$ cat config.mk
export PLATFORM = sky130hd
export DESIGN_NAME = enc_link_master
export DESIGN_NICKNAME = d
export VERILOG_FILES = /design/src/rtl/enc_link_master.sv
export SDC_FILE = /design/constraint.sdc
export NUM_CORES = 1
export LEC_CHECK = 0
export ABC_AREA = 1
export BUFFER_PORTS_ARGS = -buffer_cell sky130_fd_sc_hd__buf_2
export CORE_ASPECT_RATIO = 0.75
export CORE_MARGIN = 1.5
export CORE_UTILIZATION = 50
export CTS_BUF_LIST = sky130_fd_sc_hd__clkbuf_2 sky130_fd_sc_hd__clkbuf_4 sky130_fd_sc_hd__clkbuf_8
export CTS_CLUSTER_DIAMETER = 50
export DETAILED_ROUTE_END_ITERATION = 6
export GPL_TIMING_DRIVEN = 0
export PLACE_DENSITY = 0.69
export SYNTH_ARGS = -nofsm -noshare
export SYNTH_HDL_FRONTEND = slang
export SYNTH_SLANG_ARGS = --single-unit
$ cat constraint.sdc
create_clock -name clk -period 2.7 [get_ports clk]
set_input_delay 0.405 -clock clk [delete_from_list [all_inputs] [get_ports clk]]
set_output_delay 0.405 -clock clk [all_outputs]
set_load 0.01 [all_outputs]
$ cat src/rtl/enc_link_master.sv
module enc_link_master #(
  parameter int HALF_DIV = 6,
  parameter int DLY_W    = 6,
  parameter int MAX_BITS = 32,
  parameter int TO_PER   = 100,
  parameter int LEN_W    = $clog2(MAX_BITS + 1)
) (
  input  logic                clk,
  input  logic                rst_n,
  input  logic                start,
  input  logic [5:0]          mode,
  input  logic [LEN_W-1:0]    rsp_len,
  input  logic [DLY_W-1:0]    rx_delay,
  output logic                done,
  output logic                timeout_err,
  output logic [MAX_BITS-1:0] rsp,
  output logic                enc_clk,
  output logic                enc_tx,
  output logic                enc_oe,
  input  logic                enc_rx
);
  localparam int DLY_N = 1 << DLY_W;
  localparam int HC_W  = $clog2(HALF_DIV + 1);
  localparam int TO_W  = $clog2(TO_PER + 1);
  localparam logic [3:0] CMD_END = 4'd10;

  logic             run, ph, seen;
  logic [HC_W-1:0]  hcnt;
  logic [3:0]       per;
  logic [5:0]       mode_q;
  logic [LEN_W-1:0] len_q, cnt;
  logic [DLY_W-1:0] dly_q;
  logic [TO_W-1:0]  wcnt;
  logic [DLY_N-1:0] hist;

  wire       half_end = hcnt == HC_W'(HALF_DIV - 1);
  wire       rise     = run & half_end & ~ph;
  wire       strobe   = run & hist[dly_q];
  wire [9:0] frame    = {2'b00, mode_q, 2'b00};
  wire [3:0] fidx     = 4'd9 - per;
  wire       last_bit = ({1'b0, cnt} + 1'b1) >= {1'b0, len_q};

  assign enc_clk = ~run | ph;
  assign enc_oe  = run & (per < CMD_END);
  assign enc_tx  = enc_oe & frame[fidx];

  always_ff @(posedge clk) begin
    if (!rst_n) begin
      run <= 1'b0; ph <= 1'b0; seen <= 1'b0; hcnt <= '0; per <= '0;
      mode_q <= '0; len_q <= '0; dly_q <= '0; cnt <= '0; wcnt <= '0;
      hist <= '0; rsp <= '0; done <= 1'b0; timeout_err <= 1'b0;
    end else begin
      done <= 1'b0;
      hist <= {hist[DLY_N-2:0], rise & (per == CMD_END)};
      if (!run) begin
        if (start) begin
          run <= 1'b1; ph <= 1'b0; hcnt <= '0; per <= '0;
          mode_q <= mode; len_q <= rsp_len; dly_q <= rx_delay;
          seen <= 1'b0; cnt <= '0; wcnt <= '0; rsp <= '0;
          timeout_err <= 1'b0; hist <= '0;
        end
      end else begin
        if (half_end) begin
          hcnt <= '0;
          ph   <= ~ph;
          if (ph && per != CMD_END) per <= per + 4'd1;
        end else begin
          hcnt <= hcnt + 1'b1;
        end
        if (strobe) begin
          if (!seen) begin
            if (enc_rx) seen <= 1'b1;
            else if (wcnt == TO_W'(TO_PER - 1)) begin
              run <= 1'b0; done <= 1'b1; timeout_err <= 1'b1;
            end else wcnt <= wcnt + 1'b1;
          end else begin
            rsp <= {rsp[MAX_BITS-2:0], enc_rx};
            cnt <= cnt + 1'b1;
            if (last_bit) begin
              run <= 1'b0; done <= 1'b1;
            end
          end
        end
      end
    end
  end

  assert_done_pulse_R7: assert property (@(posedge clk) disable iff (!rst_n)
    done |=> !done);
  assert_stop_clk_high_R7: assert property (@(posedge clk) disable iff (!rst_n)
    done |-> (enc_clk && !enc_oe));
  assert_start_fall_R2: assert property (@(posedge clk) disable iff (!rst_n)
    (start && !run) |=> (!enc_clk && enc_oe && !enc_tx));
  assert_tx_on_fall_R2: assert property (@(posedge clk) disable iff (!rst_n)
    (run && $past(run) && $changed(enc_tx)) |-> !enc_clk);
  assert_oe_released_R4: assert property (@(posedge clk) disable iff (!rst_n)
    $fell(enc_oe) |-> !enc_tx);
endmodule

# Word level (Yosys, flattened, before mapping)
# Index checks and enable logic that the tools add are counted.
# word_totals
regBits	139
output_inout_bits	37
inputBits	22
wordCells	105
# op_classes
n_bitwise	9
n_reduce_logical	10
order_cmp	4
mux	50
n_addsub	6
n_eq_ne	12
# op_table
op	n
2-to-1 mux 32 bit	4
2-to-1 mux 64 bit	2
2-to-1 mux 7 bit	6
2-to-1 mux 1 bit	25
2-to-1 mux 6 bit	4
2-to-1 mux 4 bit	4
inequality test 2 x 1 -> 1 bit (second input constant)	5
AND reduction 5 bit	2
2-to-1 mux 3 bit	3
AND reduction 3 bit	3
adder 6 x 1 -> 7 bit (second input constant)	1
adder 7 x 1 -> 7 bit (second input constant)	1
== test 7 bit (second input constant)	1
>= comparator 7 x 6 -> 1 bit	1
< comparator 6 x 7 -> 1 bit (second input constant)	1
adder 6 x 1 -> 6 bit (second input constant)	1
bitwise AND 1 bit	6
binary-select mux 1 bit (select 6 bit)	1
inequality test 2 bit (second input constant)	3
AND reduction 2 bit	3
< comparator 4 x 5 -> 1 bit (second input constant)	1
adder 4 x 1 -> 4 bit (second input constant)	1
binary-select mux 1 bit (select 4 bit)	1
== test 4 bit (second input constant)	1
other kinds (9)	10

# Logic depth before layout (Yosys ltp)
# Gate-level depths: netlist of run 1.
# depth
depth_word	6
mapped_depth	16
ltp_nobuf	14

# Worst setup path before layout of run 1
# Ideal clock, no wire load.
# synth_path
path_kind	reg-to-reg
from	reg cnt[0]
to	reg run
stages_incl_launch_ff	15
arrival_ps	1781
required_time_ps	2591
path_slack_ps	810
setup_ps	109
cell_sequence	dfxtp_1 ha_1 a31o_2 nand2_1 inv_1 ha_1 a21oi_1 o211ai_1 inv_1 o211ai_1 nand2_1 o31ai_1 nand2_1 nand2_1 inv_1
# synth_between
elab_chain_cells	6
# synth_rtl
element	line	text
from (decl)	31	logic [LEN_W-1:0] len_q, cnt;
from (signal assigned)	78	cnt <= cnt + 1'b1;
adder 6 x 1 -> 7 bit	41	wire last_bit = ({1'b0, cnt} + 1'b1) >= {1'b0, len_q};
>= comparator 7 x 6 -> 1 bit	41	
2-to-1 mux 1 bit	79	if (last_bit) begin
2-to-1 mux 1 bit	71	if (!seen) begin
2-to-1 mux 1 bit	70	if (strobe) begin
2-to-1 mux 1 bit	55	if (!run) begin
to (signal assigned)	57	run <= 1'b1; ph <= 1'b0; hcnt <= '0; per <= '0;
to (signal assigned)	74	run <= 1'b0; done <= 1'b1; timeout_err <= 1'b1;
to (signal assigned)	80	run <= 1'b0; done <= 1'b1;
to (decl)	27	logic run, ph, seen;
# Every way passes these cells.
# A chain may end at the register's enable or synchronous reset.

# Worst setup path after layout of run 1
# layout_path
from	reg dly_q[2]
to	reg wcnt[2]
# layout_between
elab_chain_cells	5
# layout_rtl
element	line	text
from (decl)	32	logic [DLY_W-1:0] dly_q;
from (signal assigned)	58	mode_q <= mode; len_q <= rsp_len; dly_q <= rx_delay;
binary-select mux 1 bit (select 6 bit)	38	wire strobe = run & hist[dly_q];
2-to-1 mux 1 bit (not written as such)	38	
bitwise AND 1 bit	38	
inequality test 2 x 1 -> 1 bit (no source line)	n/a	
AND reduction 5 bit (no source line)	n/a	
to (signal assigned)	75	end else wcnt <= wcnt + 1'b1;
to (decl)	33	logic [TO_W-1:0] wcnt;
# Every way passes these cells. The select of a mux whose other input is x is not followed.

==> results of run 1 <==
where the power goes:
group | switching (mW) | internal (mW) | leakage [nW]
clock | 0.760 | 0.940 | 0.199
sequential | 0.0219 | 2.08 | 1.12
combinational | 0.277 | 0.120 | 1.33
cells in the mapped netlist (2+ instances only):
library cell  instances  area share, %
buf_1                 3           0.19
nor3_1                2           0.17
ha_1                 12            2.5
o211ai_1              2           0.25
a211oi_1              2           0.25
nor2_1              108            6.7
o31ai_1               2           0.25
buf_6                 7            1.3
clkinv_1              3           0.19
nand4_1               4           0.42
dfxtp_1             139             46
inv_2                 2           0.12
a21oi_1              44            3.7
buf_2                10           0.83
nand3_2              22            3.7
clkbuf_1             19            1.2
nand3b_1              2           0.25
buf_4                 3           0.37
a21oi_2              18            2.6
nand2_1             111            6.9
o21ai_0              27            2.2
nand3_1             126             10
xor2_1                5           0.73
inv_1               100            6.2
cells in the final DEF (no fill, tap or decap), types with 2 or more instances in the layout:
master	synthesis	layout
dfxtp_1	139	139
nand3_1	126	126
nand2_1	111	111
nor2_1	108	108
inv_1	100	100
buf_2	10	68
a21oi_1	44	44
o21ai_0	27	27
nand3_2	22	22
clkbuf_8	0	20
clkbuf_1	19	19
a21oi_2	18	18
ha_1	12	12
buf_6	7	7
xor2_1	5	5
clkbuf_4	0	5
nand4_1	4	4
clkinv_1	3	3
buf_1	3	3
buf_4	3	3
clkinvlp_4	0	3
nand3b_1	2	2
nor3_1	2	2
inv_2	2	2
a211oi_1	2	2
o211ai_1	2	2
o31ai_1	2	2
bufinv_16	0	2
state kept, by name, summed over array words and instances (netlist names):
| register | cells |
|---|---|
| hcnt | 3 |
| wcnt | 7 |
| timeout_err | 1 |
| rsp | 32 |
| cnt | 6 |
| run | 1 |
| seen | 1 |
| hist | 64 |
| ph | 1 |
| done | 1 |
| per | 4 |
| len_q | 6 |
| dly_q | 6 |
| mode_q | 6 |
area by class of cell:
cell class	instances	area, sq um	area share, %
Timing Repair Buffer	58	290	4.21
Buffer	44	269	3.90
Tap cell	162	203	2.94
Sequential cell	139	2780	40.3
Clock buffer	25	313	4.53
Multi-Input combinational cell	498	2560	37.0
Inverter	106	400	5.80
Clock inverter	6	87.6	1.27
how the worst max path moves through the flow:
stage | from | end | cells past startpoint
4_1_cts | dly_q[2]$_SDFFE_PN0P_ | wcnt[2]$_SDFFE_PN0P_ | 12
3_3_place_gp | start | rsp[15]$_SDFFE_PN0P_ | 8
2_1_floorplan | cnt[0]$_SDFFE_PN0P_ | run$_SDFF_PN0_ | 14
5_1_grt | dly_q[2]$_SDFFE_PN0P_ | wcnt[6]$_SDFFE_PN0P_ | 12
6_report | dly_q[2]$_SDFFE_PN0P_ | wcnt[2]$_SDFFE_PN0P_ | 12
3_5_place_dp | start | len_q[1]$_SDFFE_PN0P_ | 7
worst max-delay path, cell delays in order (launching register included):
cell and delay, ps:
dfxtp_1 310, buf_2 220, clkinv_1 360, nand3_1 240
nand2_1 70, nand2_1 50, nand3_1 100, nand3_2 140
nand3_1 270, nand2_1 210, inv_1 120, nor2_1 110
nor2_1 50
kinds of logic after synthesis:
kind of cell / Yosys count
AO/OA/AOI/OAI: 99
XOR/XNOR: 5
adder cells (fa/ha/maj): 12
buffers and inverters: 150
flip-flops: 139
multiplexers: 1
AND/OR/NAND/NOR: 381
per-stage QoR:
step           cells  area, sq um  power, mW
2_1_floorplan    787         6010       2.42
3_3_place_gp    1007         6500       2.53
3_5_place_dp    1007         6500       2.54
4_1_cts         1038         6900       4.22
5_1_grt         1038         6900       4.34
6_report        1038         6900       4.20
metal layers:
layer / part of all wire, % / vias to the layer above / global-route usage [%]
met2: 44 / 153 / 34.4
li1: - / 2672 / -
met1: 49 / 2471 / 32.5
met3: 5.9 / 20 / 4.71
met4: 0.96 / 0 / 6.58
met5: 0 / - / 0
==> impl_metrics.py, run 1 <==
metrics = {
    "logic_synthesis": {
        "synthCells": 787,
        "ys_async_sr_fraction_pct": 0,
        "synthXorXnorAreaFrac_pct": 0.729,
        "synth_edf_count": 0,
        "synth_mux_area_share_pct": 0.167,
        "synth_nets": 821,
        "avgSynthCellArea_sq_um": 7.64,
        "seq_area_frac_synth_pct": 46.3,
        "synthAdderAreaFrac_pct": 2.50,
        "synthesis.area_sq_um": 6010,
        "synth_compound_area_share_pct": 9.76,
        "synthDistinctLibCells": 38,
        "synth_top_family_by_area": "simple AND/OR/NAND/NOR gates",
        "ys_seq_elements": 139,
        "synthSimpleGateAreaFrac_pct": 29.4,
        "synth_top_flop_cell": "dfxtp_1",
        "yosysWarningCount": 0,
    },
    "layout": {
        "fin_nets": 898,
        "final_layout_size_suffix_gt1_share_pct": 18.0,
        "fill_cells": 1087,
        "post-route-util_pct": 59.2,
        "diodes": 0,
        "syn2layout_area_growth_pct": 14.9,
    },
    "global_route": {
        "grtUsageTotal_pct": 22.7,
        "antenna_found_initial": 0,
        "grt_max_degree": 17,
        "globalRouteOverflowTotal": 0,
        "grt_pass1_vias": 4806,
        "grt_pass1_wl_um": 22800,
    },
    "placement": {
        "dpl_worst_slack_ps": 400,
        "place_hpwl_um": 9990,
        "gp_congestion": 0.824,
        "port_buffers": 58,
    },
    "routing": {
        "drt-vias-per-instance": 5.12,
        "postRouteAntennaNets": 0,
        "vias": 5316,
        "drc_errors": 0,
        "firstDrtPassIters": 5,
        "drtIter0Drc": 397,
        "routedWlPerCell_um": 13.5,
        "wl_um": 14000,
    },
    "clocking": {
        "cts_resized": 0,
        "cts_num_sinks": 139,
        "clkTransAtPathRegs_ps": 80,
        "cts_tree": "built",
        "holdBufCountCts": 0,
        "htree_levels": 4,
        "clockRootBuffer": "clkbuf_8",
        "max-clock-path-buffers": 2,
        "clk-insertion-delay-late_ps": 430,
        "postCtsSetupBuffers": 0,
        "cts_buffers": 17,
    },
    "sta": {
        "rsz0062_at_grt": "false",
        "slew_headroom_pct": 52.5,
        "hold_viol_final": 0,
        "tns_ps": 0,
        "max_freq_mhz": 424,
        "finalClockSkew_ps": 12.3,
        "fin_hold_ws_ps": 195,
        "fin_ws_ps": 342,
        "drv_slew": 0,
        "final.min_clock_period_ps": 2360,
        "period_share_pct": 87.3,
        "setup_viol": 0,
        "tightestPinTransition_ps": 713,
    },
    "setup_path": {
        "timing.rr.start": "dly_q[2]$_SDFFE_PN0P_",
        "critPathKind": "register to register",
        "cp-end-kind": "register",
        "worstReg2RegEnd": "wcnt[2]$_SDFFE_PN0P_",
        "critPathMaxFanout": 9,
        "start_kind": "register",
        "r2r_cells": 12,
        "cp.required_ps": 3040,
        "arrival_ps": 2690,
        "r2r_setup_slack_ps": 340,
    },
    "min_path": {
        "holdPathStages": 3,
        "hold_class": "input port to register",
        "hold_end": "mode_q[3]$_SDFFE_PN0P_",
        "min-delay-start": "mode[3]",
    },
    "floorplan": {
        "pin_count": 59,
        "die_w_um": 130,
        "die-area_sq_um": 12700,
        "die_y_um": 97.9,
        "core-area_sq_um": 11700,
        "start_util_pct": 51.6,
        "rows": 34,
    },
    "power_and_ir_drop": {
        "ir_drop_v": 0.000321,
        "leakagePower_nw": 2.66,
        "p_per_area_nw_per_um2": 609,
    },
    "outcome": {
        "status": "finished, final reports clean",
    },
    "flow_run": {
        "drv_cap": 0,
    },
}
Power figures use the tool's default switching activity.
==> run 2, diff against run 1 <==
CORE_ASPECT_RATIO = not set   (was 0.75)
SETUP_SLACK_MARGIN = 0.5   (was not set)
==> impl_metrics.py, run 2 (synthesized netlist as in run 1, its figures left out) <==
metrics = {
    "placement": {
        "gp_congestion": 0.829,
        "port_buffers": 58,
        "place_hpwl_um": 9720,
        "dpl_worst_slack_ps": 438,
        "place_inst": 988,
    },
    "sta": {
        "rsz0062_at_grt": "true",
        "final.min_clock_period_ps": 2110,
        "fin_ws_ps": 587,
        "fin_hold_ws_ps": 176,
        "hold_viol_final": 0,
        "finalClockSkew_ps": 9.31,
        "drv_slew": 0,
        "setup_viol": 0,
        "tns_ps": 0,
        "period_share_pct": 78.3,
        "max_freq_mhz": 473,
        "slew_headroom_pct": 55.5,
        "tightestPinTransition_ps": 667,
    },
    "layout": {
        "layout_commonest_cell": "dfxtp_1",
        "final-instance-count-excl-fill": 1023,
        "final_layout_size_suffix_gt1_share_pct": 20.5,
        "diodes": 0,
        "largest_register_ffs": 64,
        "syn2layout_area_growth_pct": 17.1,
        "top_register": "hist",
        "fin_nets": 901,
        "layout_common_cells": "dfxtp_1, nand3_1, nand2_1",
        "reg_top3": "hist (64), rsp (32), wcnt (7)",
    },
    "floorplan": {
        "die_w_um": 113,
        "core-area_sq_um": 11600,
        "die-area_sq_um": 12700,
        "rows": 39,
        "die_y_um": 113,
        "pin_count": 59,
        "start_util_pct": 52.0,
    },
    "clocking": {
        "clockRootBuffer": "clkbuf_8",
        "cts_buffers": 17,
        "clk-insertion-delay-late_ps": 450,
        "clkTransAtPathRegs_ps": 70,
        "htree_levels": 4,
        "cts_num_sinks": 139,
        "max-clock-path-buffers": 2,
        "cts_tree": "built",
    },
    "routing": {
        "wl_um": 14300,
        "vias": 5350,
        "firstDrtPassIters": 6,
        "drc_errors": 0,
        "routedWlPerCell_um": 14.0,
        "drt-vias-per-instance": 5.23,
        "postRouteAntennaNets": 0,
        "drtIter0Drc": 324,
    },
    "flow_run": {
        "drv_cap": 0,
    },
    "setup_path": {
        "critPathKind": "register to primary output",
        "start_kind": "register",
        "cp-end-kind": "primary output",
        "arrival_ps": 1710,
        "cp.required_ps": 2300,
        "critPathMaxFanout": 5,
    },
    "min_path": {
        "hold_class": "input port to register",
    },
    "global_route": {
        "grtUsageTotal_pct": 23.1,
        "grt_pass1_wl_um": 23300,
        "globalRouteOverflowTotal": 0,
        "antenna_found_initial": 0,
        "grt_max_degree": 17,
        "grt_pass1_vias": 5013,
    },
    "power_and_ir_drop": {
        "ir_drop_v": 0.000397,
        "p_per_area_nw_per_um2": 609,
        "leakagePower_nw": 2.72,
    },
    "outcome": {
        "status": "finished, final reports clean",
    },
}
[run 2: worst max-delay path: stages, from the launching register on]
cell     delay [ps]
dfxtp_1         350
inv_2            80
ha_4            240
nor3_2          130
a21oi_1          50
nor4_1          220
buf_2           180
[run 2: layer usage]
metal  wire [um]  vias up  global-route usage (%)
met4         352        0                    11.2
met5           0        -                       0
li1            -     2693                       -
met1        6240     2484                    28.2
met2        6940      144                    38.0
met3         756       29                    5.94
[run 2: where the power goes]
group / internal, mW / total [mW] / leakage, nW / switching [mW]
sequential: 2.08 / 2.10 / 1.13 / 0.0221
clock: 1.02 / 1.78 / 0.224 / 0.758
combinational: 0.126 / 0.408 / 1.37 / 0.282
[run 2: final timing paths]
path,startpoint,slack [ps],cells past startpoint,end
worst max-delay path,per[2]$_SDFFE_PN0P_,590,6,enc_tx
worst min-delay path,mode[2],180,3,mode_q[2]$_SDFFE_PN0P_
worst max register to register,dly_q[1]$_SDFFE_PN0P_,600,15,rsp[28]$_SDFFE_PN0P_
worst min register to register,hist[14]$_SDFF_PN0_,420,2,hist[15]$_SDFF_PN0_
[run 2: metrics by stage]
stage | instance area, sq um | util [%] | power (mW)
floorplan | 6010 | - | 2.42
global placement | 6480 | 56.0 | 2.54
detailed placement | 6480 | 56.0 | 2.54
CTS | 6900 | 59.7 | 4.31
global route | 7040 | 60.9 | 4.45
finish | 7040 | 60.9 | 4.29
[run 2: final cells by class]
cell class | instances | area (sq um)
fillers | 1045 | 4530
multi-input cells | 498 | 2640
inverters | 106 | 405
plain buffers | 44 | 283
well taps | 143 | 179
flip-flops and latches | 139 | 2800
clock buffers | 24 | 305
clock inverters | 8 | 115
repair buffers | 61 | 313
[run 2: what timing repair did]
item | 4_1_cts | 5_1_grt
buffers inserted | 0 | 3
hold buffers | 0 | 0
endpoints found under the setup margin | 26 | 52
gates resized for setup | 2 | 29
cloned | 0 | 0
pin swaps | 0 | 8
